### src/rtl/pwm4_seq_pkg.sv
// Shared types for the four-switch table-driven PWM sequencer.
package pwm4_seq_pkg;

    // Interval of a conversion period; advances A->B->C->D, back to A on a tick.
    typedef enum logic [1:0] {
        PH_A = 2'd0,   // VT1 + VT4
        PH_B = 2'd1,   // VT1 + VT3
        PH_C = 2'd2,   // VT2 + VT3
        PH_D = 2'd3    // VT2 + VT4
    } seq_phase_e;

endpackage

### src/rtl/pwm4_seq_table.sv
// Timing table: flop-based storage, one write port, one combinational read port.
// Assumes the read happens at most once per period, in the tick cycle; a write in
// that same cycle is seen only by later reads (old data is returned).
module pwm4_seq_table #(
    parameter int ADDR_W = 5,
    parameter int ENT_W  = 37,
    localparam int DEPTH = 1 << ADDR_W
) (
    input  logic              clk,
    input  logic              rst_n,
    input  logic              we,
    input  logic [ADDR_W-1:0] waddr,
    input  logic [ENT_W-1:0]  wdata,
    input  logic [ADDR_W-1:0] raddr,
    output logic [ENT_W-1:0]  rdata
);

    logic [ENT_W-1:0] mem [DEPTH];

    // Clear every entry on reset (all-zero is an invalid entry), else write.
    always_ff @(posedge clk) begin
        if (!rst_n) begin
            for (int i = 0; i < DEPTH; i++) mem[i] <= '0;
        end else if (we) begin
            mem[waddr] <= wdata;
        end
    end

    // Asynchronous read of the addressed entry.
    assign rdata = mem[raddr];

endmodule

### src/rtl/pwm4_seq_timer.sv
// Period timer: latches a validated entry on each tick, counts cycles and walks
// the four intervals. Assumes ticks arrive every PERIOD cycles; the count
// saturates at PERIOD-1 if a tick is late.
module pwm4_seq_timer
    import pwm4_seq_pkg::*;
#(
    parameter int PERIOD = 200,
    parameter int CNT_W  = 8,
    parameter int DLY_W  = 3,
    parameter int T3MAX  = 180,
    parameter int ENT_W  = 37
) (
    input  logic               clk,
    input  logic               rst_n,
    input  logic               tick,
    input  logic               trip,
    input  logic [ENT_W-1:0]   ent_in,
    output logic               running,
    output seq_phase_e         phase,
    output logic [4*DLY_W-1:0] dly_cur,
    output logic               err
);

    logic [ENT_W-1:0] cur;
    logic [CNT_W-1:0] cnt;
    logic [CNT_W-1:0] n_t1, n_t2, n_t3, c_t1, c_t2, c_t3;
    logic             c_hp, ent_ok;

    assign n_t1 = ent_in[CNT_W-1:0];
    assign n_t2 = ent_in[2*CNT_W-1:CNT_W];
    assign n_t3 = ent_in[3*CNT_W-1:2*CNT_W];
    assign c_t1 = cur[CNT_W-1:0];
    assign c_t2 = cur[2*CNT_W-1:CNT_W];
    assign c_t3 = cur[3*CNT_W-1:2*CNT_W];
    assign c_hp = cur[ENT_W-1];

    // Ordering and cap check of the entry offered at the tick.
    assign ent_ok = (n_t1 < n_t2) && (n_t2 < n_t3) && (n_t3 <= CNT_W'(T3MAX));

    assign dly_cur = cur[ENT_W-2:3*CNT_W];

    // Latch entry on tick, count cycles and advance the interval at each edge.
    always_ff @(posedge clk) begin
        if (!rst_n) begin
            cur     <= '0;
            cnt     <= '0;
            phase   <= PH_A;
            running <= 1'b0;
            err     <= 1'b0;
        end else if (tick) begin
            cnt   <= '0;
            phase <= PH_A;
            err   <= !ent_ok;
            if (ent_ok) begin
                cur     <= ent_in;
                running <= 1'b1;
            end
        end else if (running) begin
            if (cnt != CNT_W'(PERIOD - 1)) cnt <= cnt + CNT_W'(1);
            unique case (phase)
                PH_A: if (cnt == c_t1) phase <= PH_B;
                PH_B: if (cnt == c_t2) phase <= PH_C;
                PH_C: if (cnt == c_t3 || (trip && !c_hp)) phase <= PH_D;
                PH_D: ;
            endcase
        end
    end

    // the third interval never runs past the t3max cap.
    a_r7_t3_cap: assert property (@(posedge clk) disable iff (!rst_n)
        (running && phase == PH_C) |-> (cnt <= CNT_W'(T3MAX)));

    // without a tick, intervals only advance one step in order.
    a_r4_order: assert property (@(posedge clk) disable iff (!rst_n)
        (!$past(tick) && phase != $past(phase)) |-> (2'(phase) == 2'($past(phase)) + 2'd1));

    // a comparator pulse before the t2 edge never ends the third interval.
    a_r6_early_trip: assert property (@(posedge clk) disable iff (!rst_n)
        (running && phase == PH_B && trip && !tick) |=> (phase != PH_D));

    // an invalid entry leaves the held entry untouched.
    a_r9_hold: assert property (@(posedge clk) disable iff (!rst_n)
        (tick && !ent_ok) |=> (cur == $past(cur)));

endmodule

### src/rtl/pwm4_seq_deadtime.sv
// One half-bridge driver: when the wanted switch changes, both gates go off at
// once and the newcomer turns on after dly+1 cycles. Assumes dly is valid in
// the cycle the change is seen. While not armed both gates stay off.
module pwm4_seq_deadtime #(
    parameter int DLY_W = 3
) (
    input  logic             clk,
    input  logic             rst_n,
    input  logic             arm,
    input  logic             sel,
    input  logic [DLY_W-1:0] dly,
    output logic             gate_lo,
    output logic             gate_hi
);

    logic             cur_sel;
    logic [DLY_W-1:0] dcnt;
    logic             en;

    // Track wanted switch, blank both gates and count the turn-on delay.
    always_ff @(posedge clk) begin
        if (!rst_n) begin
            cur_sel <= 1'b0;
            dcnt    <= '0;
            en      <= 1'b0;
        end else if (!arm) begin
            cur_sel <= sel;
            dcnt    <= '0;
            en      <= 1'b0;
        end else if (sel != cur_sel) begin
            cur_sel <= sel;
            dcnt    <= dly;
            en      <= 1'b0;
        end else if (dcnt != '0) begin
            dcnt <= dcnt - DLY_W'(1);
        end else begin
            en <= 1'b1;
        end
    end

    assign gate_lo = en && !cur_sel;
    assign gate_hi = en && cur_sel;

    // the two switches of the pair are never on together.
    a_r10_pair_excl: assert property (@(posedge clk) disable iff (!rst_n)
        !(gate_lo && gate_hi));

    // a turn-off is never met by a partner turn-on in the same cycle.
    a_r5_gap: assert property (@(posedge clk) disable iff (!rst_n)
        ($fell(gate_lo) || $fell(gate_hi)) |-> !(gate_lo || gate_hi));

    // an unarmed pair drives nothing.
    a_r1_unarmed: assert property (@(posedge clk) disable iff (!rst_n)
        !arm |=> !(gate_lo || gate_hi));

endmodule

### src/rtl/pwm4_table_seq.sv
// Top: table lookup on each period tick, interval timer, and one dead-time
// driver per half-bridge (A: VT1/VT2, B: VT4/VT3). Assumes per_tick pulses
// every PERIOD clock cycles and table entries leave each interval longer than
// the delay that opens it.
module pwm4_table_seq
    import pwm4_seq_pkg::*;
#(
    parameter int PERIOD = 200,
    parameter int DLY_W  = 3,
    parameter int PW_W   = 3,
    parameter int VB_W   = 2,
    localparam int CNT_W  = $clog2(PERIOD),
    localparam int T3MAX  = PERIOD * 9 / 10,
    localparam int ADDR_W = PW_W + VB_W,
    localparam int ENT_W  = 1 + 4 * DLY_W + 3 * CNT_W
) (
    input  logic              clk,
    input  logic              rst_n,
    input  logic              per_tick,
    input  logic [PW_W-1:0]   pwr_cmd,
    input  logic [VB_W-1:0]   vbat_code,
    input  logic              cur_trip,
    input  logic              tab_we,
    input  logic [ADDR_W-1:0] tab_addr,
    input  logic [ENT_W-1:0]  tab_wdata,
    output logic [3:0]        gate,
    output logic              entry_err
);

    logic [ENT_W-1:0]   rd_ent;
    logic               run;
    seq_phase_e         phase;
    logic [4*DLY_W-1:0] dly_cur;
    logic [DLY_W-1:0]   d0, d1, d2, d3;
    logic               sel_v [2];
    logic [DLY_W-1:0]   dly_v [2];
    logic               lo_v  [2];
    logic               hi_v  [2];

    pwm4_seq_table #(.ADDR_W(ADDR_W), .ENT_W(ENT_W)) u_table (
        .clk   (clk),
        .rst_n (rst_n),
        .we    (tab_we),
        .waddr (tab_addr),
        .wdata (tab_wdata),
        .raddr ({vbat_code, pwr_cmd}),
        .rdata (rd_ent)
    );

    pwm4_seq_timer #(
        .PERIOD (PERIOD), .CNT_W (CNT_W), .DLY_W (DLY_W),
        .T3MAX  (T3MAX),  .ENT_W (ENT_W)
    ) u_timer (
        .clk     (clk),
        .rst_n   (rst_n),
        .tick    (per_tick),
        .trip    (cur_trip),
        .ent_in  (rd_ent),
        .running (run),
        .phase   (phase),
        .dly_cur (dly_cur),
        .err     (entry_err)
    );

    assign d0 = dly_cur[DLY_W-1:0];
    assign d1 = dly_cur[2*DLY_W-1:DLY_W];
    assign d2 = dly_cur[3*DLY_W-1:2*DLY_W];
    assign d3 = dly_cur[4*DLY_W-1:3*DLY_W];

    // Pair A wants VT2 in C/D (changes at start with d0, at edge 2 with d2);
    // pair B wants VT3 in B/C (changes at edge 1 with d1, at edge 3 with d3).
    always_comb begin
        sel_v[0] = (phase == PH_C) || (phase == PH_D);
        dly_v[0] = (phase == PH_A) ? d0 : d2;
        sel_v[1] = (phase == PH_B) || (phase == PH_C);
        dly_v[1] = (phase == PH_B) ? d1 : d3;
    end

    for (genvar p = 0; p < 2; p++) begin : g_pair
        pwm4_seq_deadtime #(.DLY_W(DLY_W)) u_dt (
            .clk     (clk),
            .rst_n   (rst_n),
            .arm     (run),
            .sel     (sel_v[p]),
            .dly     (dly_v[p]),
            .gate_lo (lo_v[p]),
            .gate_hi (hi_v[p])
        );
    end

    assign gate = {lo_v[1], hi_v[1], hi_v[0], lo_v[0]};

    // nothing conducts before the first valid period has started.
    a_r1_gates_idle: assert property (@(posedge clk) disable iff (!rst_n)
        !run |-> (gate == 4'b0000));

endmodule

### config.mk
export PLATFORM = sky130hd
export DESIGN_NAME = pwm4_table_seq
export DESIGN_NICKNAME = d
export VERILOG_FILES = /design/src/rtl/pwm4_seq_pkg.sv /design/src/rtl/pwm4_seq_table.sv /design/src/rtl/pwm4_seq_timer.sv /design/src/rtl/pwm4_seq_deadtime.sv /design/src/rtl/pwm4_table_seq.sv
export SDC_FILE = /design/constraint.sdc
export NUM_CORES = 2
export LEC_CHECK = 0
export ABC_AREA = 1
export ABC_CLOCK_PERIOD_IN_PS = 5800
export CAP_MARGIN = 20
export CORE_ASPECT_RATIO = 1.75
export CORE_UTILIZATION = 35
export CTS_BUF_LIST = sky130_fd_sc_hd__clkbuf_4
export DETAILED_ROUTE_END_ITERATION = 8
export SKIP_LAST_GASP = 1
export SLEW_MARGIN = 20
export SYNTH_ARGS = -nofsm -noshare
export SYNTH_HDL_FRONTEND = slang
export SYNTH_SLANG_ARGS = --single-unit
### constraint.sdc
create_clock -name clk -period 5.8 [get_ports clk]
set_clock_uncertainty 0.15 [all_clocks]
set_input_delay 1.74 -clock clk [delete_from_list [all_inputs] [get_ports clk]]
set_output_delay 1.74 -clock clk [all_outputs]
set_load 0.005 [all_outputs]
Yosys cells after proc, flatten, opt, wreduce, memory -nomap -nowiden

Memories as Yosys holds them, arrays and structs flattened.
Cells that the tools add are included.

Register bits after elaboration: 59
Bits in latches: 0
Memory bits (writable): 1184
Bits in read-only memories: 0
Bits of input ports: 52
Output and inout bits: 5
Logic and storage cells: 83
Memories kept: 1

Memory list:

| name        | words | width | rd ports | clocked after memory_dff | wr ports | line                 | text |
|---|---|---|---|---|---|---|---|
| u_table.mem | 32    | 37    | 1        | 0                        | 32       | pwm4_seq_table.sv:18 | `logic [ENT_W-1:0] mem [DEPTH];` |

Add/subtract/negate cells: 3
Multiply operators: 0
Divide/modulo/power cells: 0
$lt $le $gt $ge: 3
Equal/unequal tests: 14
Shifts and indexed selects: 0
Multiplexer cells: 21
Bitwise logic cells: 2
Reductions and logical operators: 28

Operators with widths:

| operator                                              | number |
|---|---|
| 2-to-1 mux 37 bit                                     | 1 |
| OR reduction 37 bit                                   | 1 |
| equality test 8 bit                                   | 3 |
| 2-to-1 mux 3 bit                                      | 6 |
| less-than comparator 8 bit                            | 2 |
| inequality test 2 x 1 -> 1 bit, second input constant | 5 |
| 2-to-1 mux 1 bit                                      | 9 |
| nonzero test 3 bit                                    | 3 |
| adder 8 x 1 -> 8 bit, second input constant           | 1 |
| less-or-equal comparator 8 bit, second input constant | 1 |
| inequality test 8 bit, second input constant          | 1 |
| logical AND 1 bit                                     | 7 |
| 2-to-1 mux 2 bit                                      | 3 |
| one-hot mux 2 bit (3 select lines)                    | 1 |
| AND reduction 2 bit                                   | 3 |
| OR reduction 3 bit                                    | 2 |
| subtractor 3 x 1 -> 3 bit, second input constant      | 2 |
| 2-to-1 mux 5 bit                                      | 1 |
| AND reduction 5 bit                                   | 1 |
| equality test 2 bit, second input constant            | 2 |
| logical NOT 1 bit                                     | 4 |
| nonzero test 2 bit                                    | 2 |
| logical OR 1 bit                                      | 3 |
| equality test 2 x 1 -> 1 bit, second input constant   | 1 |
| other kinds (4)                                       | 6 |

Longest topological paths before layout

Word-level depth: 5
Gate-level depth with buffers: 25
Depth with buffers taken out: 19

Modules after synthesis

From an unflattened synthesis, not the netlist that was laid out.

Cells, all modules: 6147
Area total of the unflattened synthesis: 57576.5 um^2

Modules (own cells, without submodules):

| module            | instances | cells each | area an instance (um^2) | sequential area each (um^2) |
|---|---|---|---|---|
| pwm4_seq_table    | 1         | 5540       | 53771.6                 | 35554.1 |
| pwm4_seq_timer    | 1         | 482        | 3020.4                  | 980.9 |
| pwm4_seq_deadtime | 2         | 49         | 322.8                   | 100.1 |
| pwm4_table_seq    | 1         | 27         | 138.9                   | 0.0 |

Least setup slack after synthesis

Ideal clock, no wire load.

Kind: input-to-reg
From: input pwr_cmd[0]
To: register u_timer.cur[10]
Setup time: 0.114 ns
Data arrival time: 4.820 ns
Path slack: 0.716 ns
Stages: 24
Buffers on the path: 7
Path through: buf_4 > buf_4 > buf_4 > buf_4 > clkbuf_1 > nor2_1 > o221ai_1 > nand3_1 > nand2_1 > inv_1 > o21ai_0 > inv_1 > ha_1 > a22o_1 > nor3_1 > inv_1 > nor4_1 > inv_1 > a21oi_1 > nand3_1 > buf_2 > buf_6 > nand3_1 > nand2_1

Cells in the longest elaborated chain, start to end: 5
Elaborated cells on any way between the ends: 7
Those cells by class: order compare (3); reduce/logical (3); memory (1)

RTL lines:

| item                                | line                 | text |
|---|---|---|
| start: declaration                  | pwm4_table_seq.sv:20 | `input logic [PW_W-1:0] pwr_cmd,` |
| memory read (32 x 37 bit) (*)       | --                   |  |
| net rd_ent[15]                      | pwm4_table_seq.sv:30 | `logic [ENT_W-1:0] rd_ent;` |
| less-than comparator 8 bit          | pwm4_seq_timer.sv:38 | `assign ent_ok = (n_t1 < n_t2) && (n_t2 < n_t3) && (n_t3 <= CNT_W'(T3MAX));` |
| logical AND 1 bit (*) (2 in series) | pwm4_seq_timer.sv:38 |  |
| AND reduction 2 bit (no line) (*)   | --                   |  |
| end signal: assignment              | pwm4_seq_timer.sv:55 | `cur <= ent_in;` |
| end: declaration                    | pwm4_seq_timer.sv:24 | `logic [ENT_W-1:0] cur;` |

Mark *: on every way through the listed nets, which the timed path passes. The rest lies on a longest branch.
A chain may end at the register's enable or synchronous reset.

Worst setup path in the final report

From: input pwr_cmd[1]
To: register u_timer.cur[11]

Cells in the longest elaborated chain, start to end: 5
Elaborated cells on any way between the ends: 7
Those cells by class: order compare (3); reduce/logical (3); memory (1)

RTL lines:

| item                            | line |
|---|---|
| memory read (32 x 37 bit)       | -- |
| net rd_ent[5]                   | pwm4_table_seq.sv:30 |
| less-than comparator 8 bit      | pwm4_seq_timer.sv:38 |
| logical AND 1 bit (2 in series) | pwm4_seq_timer.sv:38 |
| AND reduction 2 bit (no line)   | -- |

The timed path passes the listed nets, and every way through them passes these cells.

==> run summary <==
================================================================================
Status                                                                 completed
RSZ-0062 raised after global routing                                          no
Post-DP HPWL                                                              114 mm
Worst IR Drop VDD                                                       0.134 mV
Maximum count of clock buffers along a single path                             4
Width of the chip                                                         303 um
Final cycle utilization of the critical path                               81.8%
Post-layout net count                                                       5563
Rel. slew slack                                                            23.9%
Accumulated negative setup slack                                            0 ns
Quantity of hold-fixing buffers added after cts                                0
Worst hold endpoint                                                 u_timer.cur[32]$_SDFFE_PN0P_
Pwr per Cell Area                                                     311 nW/um2
Number of cells on the worst reg-to-reg path                                  17
Most common cell after layout, fill and taps aside                  sky130_fd_sc_hd__nor2_1
Path class of the lowest-slack min-delay path                       flip-flop to flip-flop
Placement row count                                                          192
Endpoint type of the worst setup path                                  flip-flop
Count of antenna-violating nets left after detailed routing                    0
Skew-Pair Late Insertion Delay                                           1.14 ns
Unique masters post-synth                                                     38
Fraction of the yosys area taken by sequential cells                       66.4%
Area Growth Syn to Fin                                                     12.9%
Pins over their slew limit                                                     0
Pin count of the biggest net entering global routing                         128
Routed length on met1                                                    65.9 mm
GR Util All Layers                                                         23.5%
Cell depth of the worst hold path                                              2
Post-place instance area                                               58800 um2
HP Start                                                            u_timer.cur[32]$_SDFFE_PN0P_
Post_cts resized                                                               0
Required time reported for the critical path endpoint                    6.61 ns
Bufs and invs on worst path                                                    7
Critical path's most frequent cell                                  sky130_fd_sc_hd__o21ai_0
Post-DR wirelength/cell                                                  24.8 um
Clock Pin Slew Worst Setup and Hold Paths                                0.06 ns
Summed area of non-filler cells in the final layout                    62500 um2
Measured slew at the worst slew-check pin                                1.13 ns
Launching element type of the critical path                         primary input
Final critical-path setup slack                                          1.06 ns
TritonCTS clock tree                                                         yes
Sequence of cells on the critical path                              buf_8, inv_8, buf_12, buf_4, o21ai_0, o22ai_1, o21ai_0, o21ai_0, nor2_1, a31oi_1, buf_4, ha_1, a21oi_1, nor2_1, nor4_1, inv_1, a21oi_1, nand3_1, buf_12, nand3_1, nand2_1
Starting density of the core                                               35.3%
Top cell family by delay on the critical path                       buffers and inverters
Global-route wire length before repair                                    277 mm
Syn nets                                                                    5489
Highest Clock Rate                                                       211 MHz
Per-instance average area after synthesis                               10.2 um2
Number of CTS-inserted buffers                                               288
Count of final hold-check violations                                           0
Vias post-DR                                                               43600
Data arrival time of the critical path                                   5.56 ns
Startpoint of the worst register-to-register path                   u_table.mem[26][5]$_SDFFCE_PN0P_
Routed wl met2                                                           98.0 mm
Minimum hold slack                                                      0.318 ns
Synthesis Warnings                                                             0
Max-Cap Viols                                                                  0
Final count of negative-setup-slack endpoints                                  0
Setup slack of the most critical reg-to-reg path                         2.28 ns
Share of cells above drive strength 1                                      13.8%
Starting DRT DRC Count                                                      4690
Pre-CTS WS                                                             0.0666 ns
R2r endpoint                                                        u_timer.cur[11]$_SDFFE_PN0P_
Crit-path slowest cell                                              sky130_fd_sc_hd__o21ai_0
Number of sinks on the clock net                                            1243
Overflow left after global routing                                             0
DIE AREA                                                              160000 um2
Routed length on met3                                                    16.1 mm
Leading cell types in the layout, fill and taps excluded            sky130_fd_sc_hd__nor2_1 (1664), sky130_fd_sc_hd__edfxtp_1 (1184), sky130_fd_sc_hd__nand2_1 (567)
Reported leakage power                                                   23.2 nW
Clock root buffer master                                            sky130_fd_sc_hd__clkbuf_4
Count of buffers added by post-CTS timing repair for setup                     0
Last weighted congestion value of the routability-driven placer            0.881
Top layer in use                                                            met5
Number of top-level pins                                                      57
TritonRoute pass-1 iters                                                       6
Vias in the first global route                                             43000
PnR Total Power                                                          19.5 mW
Y dimension of the die                                                    528 um
WS Path Type                                                        primary input to flip-flop
Number of antenna violations at the first check in global routing              5
Number of remaining DRC errors                                                 0
Synthesized instance count                                                  5413
Maximum cell stage delay along the critical path                         0.41 ns
Routed via count divided by cell count                                      5.63
Final period demand of the worst path                                    4.74 ns
Maximum fanout count along the critical path                                  48
Number of synthesized register bits                                         1243
Core outline area                                                     157000 um2
Post-synthesis instance area                                           55400 um2
Number of port buffers                                                        56
DRT Wirelength                                                            192 mm
Maximum level of the CTS H-tree                                                5
================================================================================
[power breakdown]
part | internal [mW] | total, mW | switching [mW] | leakage (nW)
combinational | 0.532 | 1.93 | 1.40 | 9.27
sequential | 10.3 | 10.4 | 0.154 | 11.7
clock | 3.52 | 7.08 | 3.56 | 2.14
[flip-flops by register name (all words and copies together), names as in the netlist]
signal / count
u_table.mem: 1184
u_timer.cur: 37
g_pair.u_dt.cur_sel: 2
u_timer.running: 1
u_timer.phase: 2
g_pair.u_dt.dcnt: 6
g_pair.u_dt.en: 2
u_timer.err: 1
u_timer.cnt: 8
[worst max path at each step]
stage,from,end,slack (ns),depth (start not counted)
after floorplan,pwr_cmd[0],u_timer.cur[10]$_SDFFE_PN0P_,0.72,24
after global placement,pwr_cmd[1],u_timer.cur[36]$_SDFFE_PN0P_,-0.01,21
after detailed placement,pwr_cmd[1],u_timer.cur[26]$_SDFFE_PN0P_,0.07,21
after CTS,pwr_cmd[1],u_timer.cur[11]$_SDFFE_PN0P_,1.23,21
after global routing,pwr_cmd[1],u_timer.cur[8]$_SDFFE_PN0P_,0.89,21
final,pwr_cmd[1],u_timer.cur[11]$_SDFFE_PN0P_,1.06,21
[cells in the mapped netlist]
master / instances / area [um2]
sky130_fd_sc_hd__nor2_1: 1665 / 6250
sky130_fd_sc_hd__edfxtp_1: 1184 / 35600
sky130_fd_sc_hd__nand2_1: 631 / 2370
sky130_fd_sc_hd__o21ai_0: 457 / 2290
sky130_fd_sc_hd__nand3_1: 397 / 1990
sky130_fd_sc_hd__clkbuf_1: 371 / 1390
sky130_fd_sc_hd__o221ai_1: 174 / 1520
sky130_fd_sc_hd__inv_1: 99 / 372
sky130_fd_sc_hd__buf_2: 70 / 350
sky130_fd_sc_hd__dfxtp_1: 59 / 1180
sky130_fd_sc_hd__buf_1: 49 / 184
sky130_fd_sc_hd__o22ai_1: 43 / 269
sky130_fd_sc_hd__a31oi_1: 34 / 213
sky130_fd_sc_hd__ha_1: 24 / 300
sky130_fd_sc_hd__o211ai_1: 18 / 135
sky130_fd_sc_hd__xnor2_1: 18 / 158
sky130_fd_sc_hd__buf_4: 17 / 128
sky130_fd_sc_hd__nor3_1: 16 / 80.1
sky130_fd_sc_hd__a21oi_1: 15 / 75.1
sky130_fd_sc_hd__buf_6: 12 / 135
sky130_fd_sc_hd__o21ai_1: 12 / 60.1
sky130_fd_sc_hd__or2_2: 8 / 50.1
sky130_fd_sc_hd__nand4_1: 7 / 43.8
sky130_fd_sc_hd__a32oi_1: 6 / 52.6
sky130_fd_sc_hd__nor4_1: 4 / 25.0
sky130_fd_sc_hd__inv_2: 3 / 11.3
sky130_fd_sc_hd__mux2_2: 3 / 33.8
sky130_fd_sc_hd__o31ai_1: 3 / 22.5
sky130_fd_sc_hd__a211oi_1: 2 / 15.0
sky130_fd_sc_hd__a311oi_1: 2 / 17.5
sky130_fd_sc_hd__nor3b_1: 2 / 15.0
sky130_fd_sc_hd__xor2_1: 2 / 17.5
sky130_fd_sc_hd__a22o_1: 1 / 8.76
sky130_fd_sc_hd__buf_8: 1 / 15.0
sky130_fd_sc_hd__clkinv_1: 1 / 3.75
sky130_fd_sc_hd__inv_4: 1 / 6.26
sky130_fd_sc_hd__nand3b_1: 1 / 7.51
sky130_fd_sc_hd__o2111ai_1: 1 / 8.76
[metrics by stage]
stage / utilization, % / cells
final: 39.9 / 7736
after floorplan: - / 5413
after global placement: 37.5 / 7227
after global routing: 39.9 / 7735
after CTS: 39.8 / 7725
after detailed placement: 37.5 / 7229
[cell families after synthesis]
group | share of synthesized area (%)
DFF | 66.4
muxes | 0.0610
AOI/OAI and AO/OA | 8.47
xor gates and xnor gates | 0.316
and+or+nand+nor | 19.6
adders and majority gates | 0.542
buffers and inverters | 4.69
[area by class of cell]
type | count | area (um2)
inverter | 104 | 420
clock inverter | 80 | 444
sequential | 1243 | 36700
antenna | 6 | 15.0
tap | 2037 | 2550
fill | 15300 | 94200
clock buffer | 416 | 3120
timing repair buffer | 304 | 2980
multi-input combinational | 3546 | 16200
[routing by layer]
layer  global-route usage, %  vias to the layer above
li1                        -                    19000
met1                    26.0                    21500
met2                    42.0                     2483
met3                    3.76                      593
met4                    14.0                        4
met5                       0                        -
[tightest hold or removal path: cells and delay by family, from the launching register on]
kind | cells | cell delay (ns)
DFF | 1 | 0.31
and+or+nand+nor | 2 | 0.12
Power figures use the tool's default switching activity.
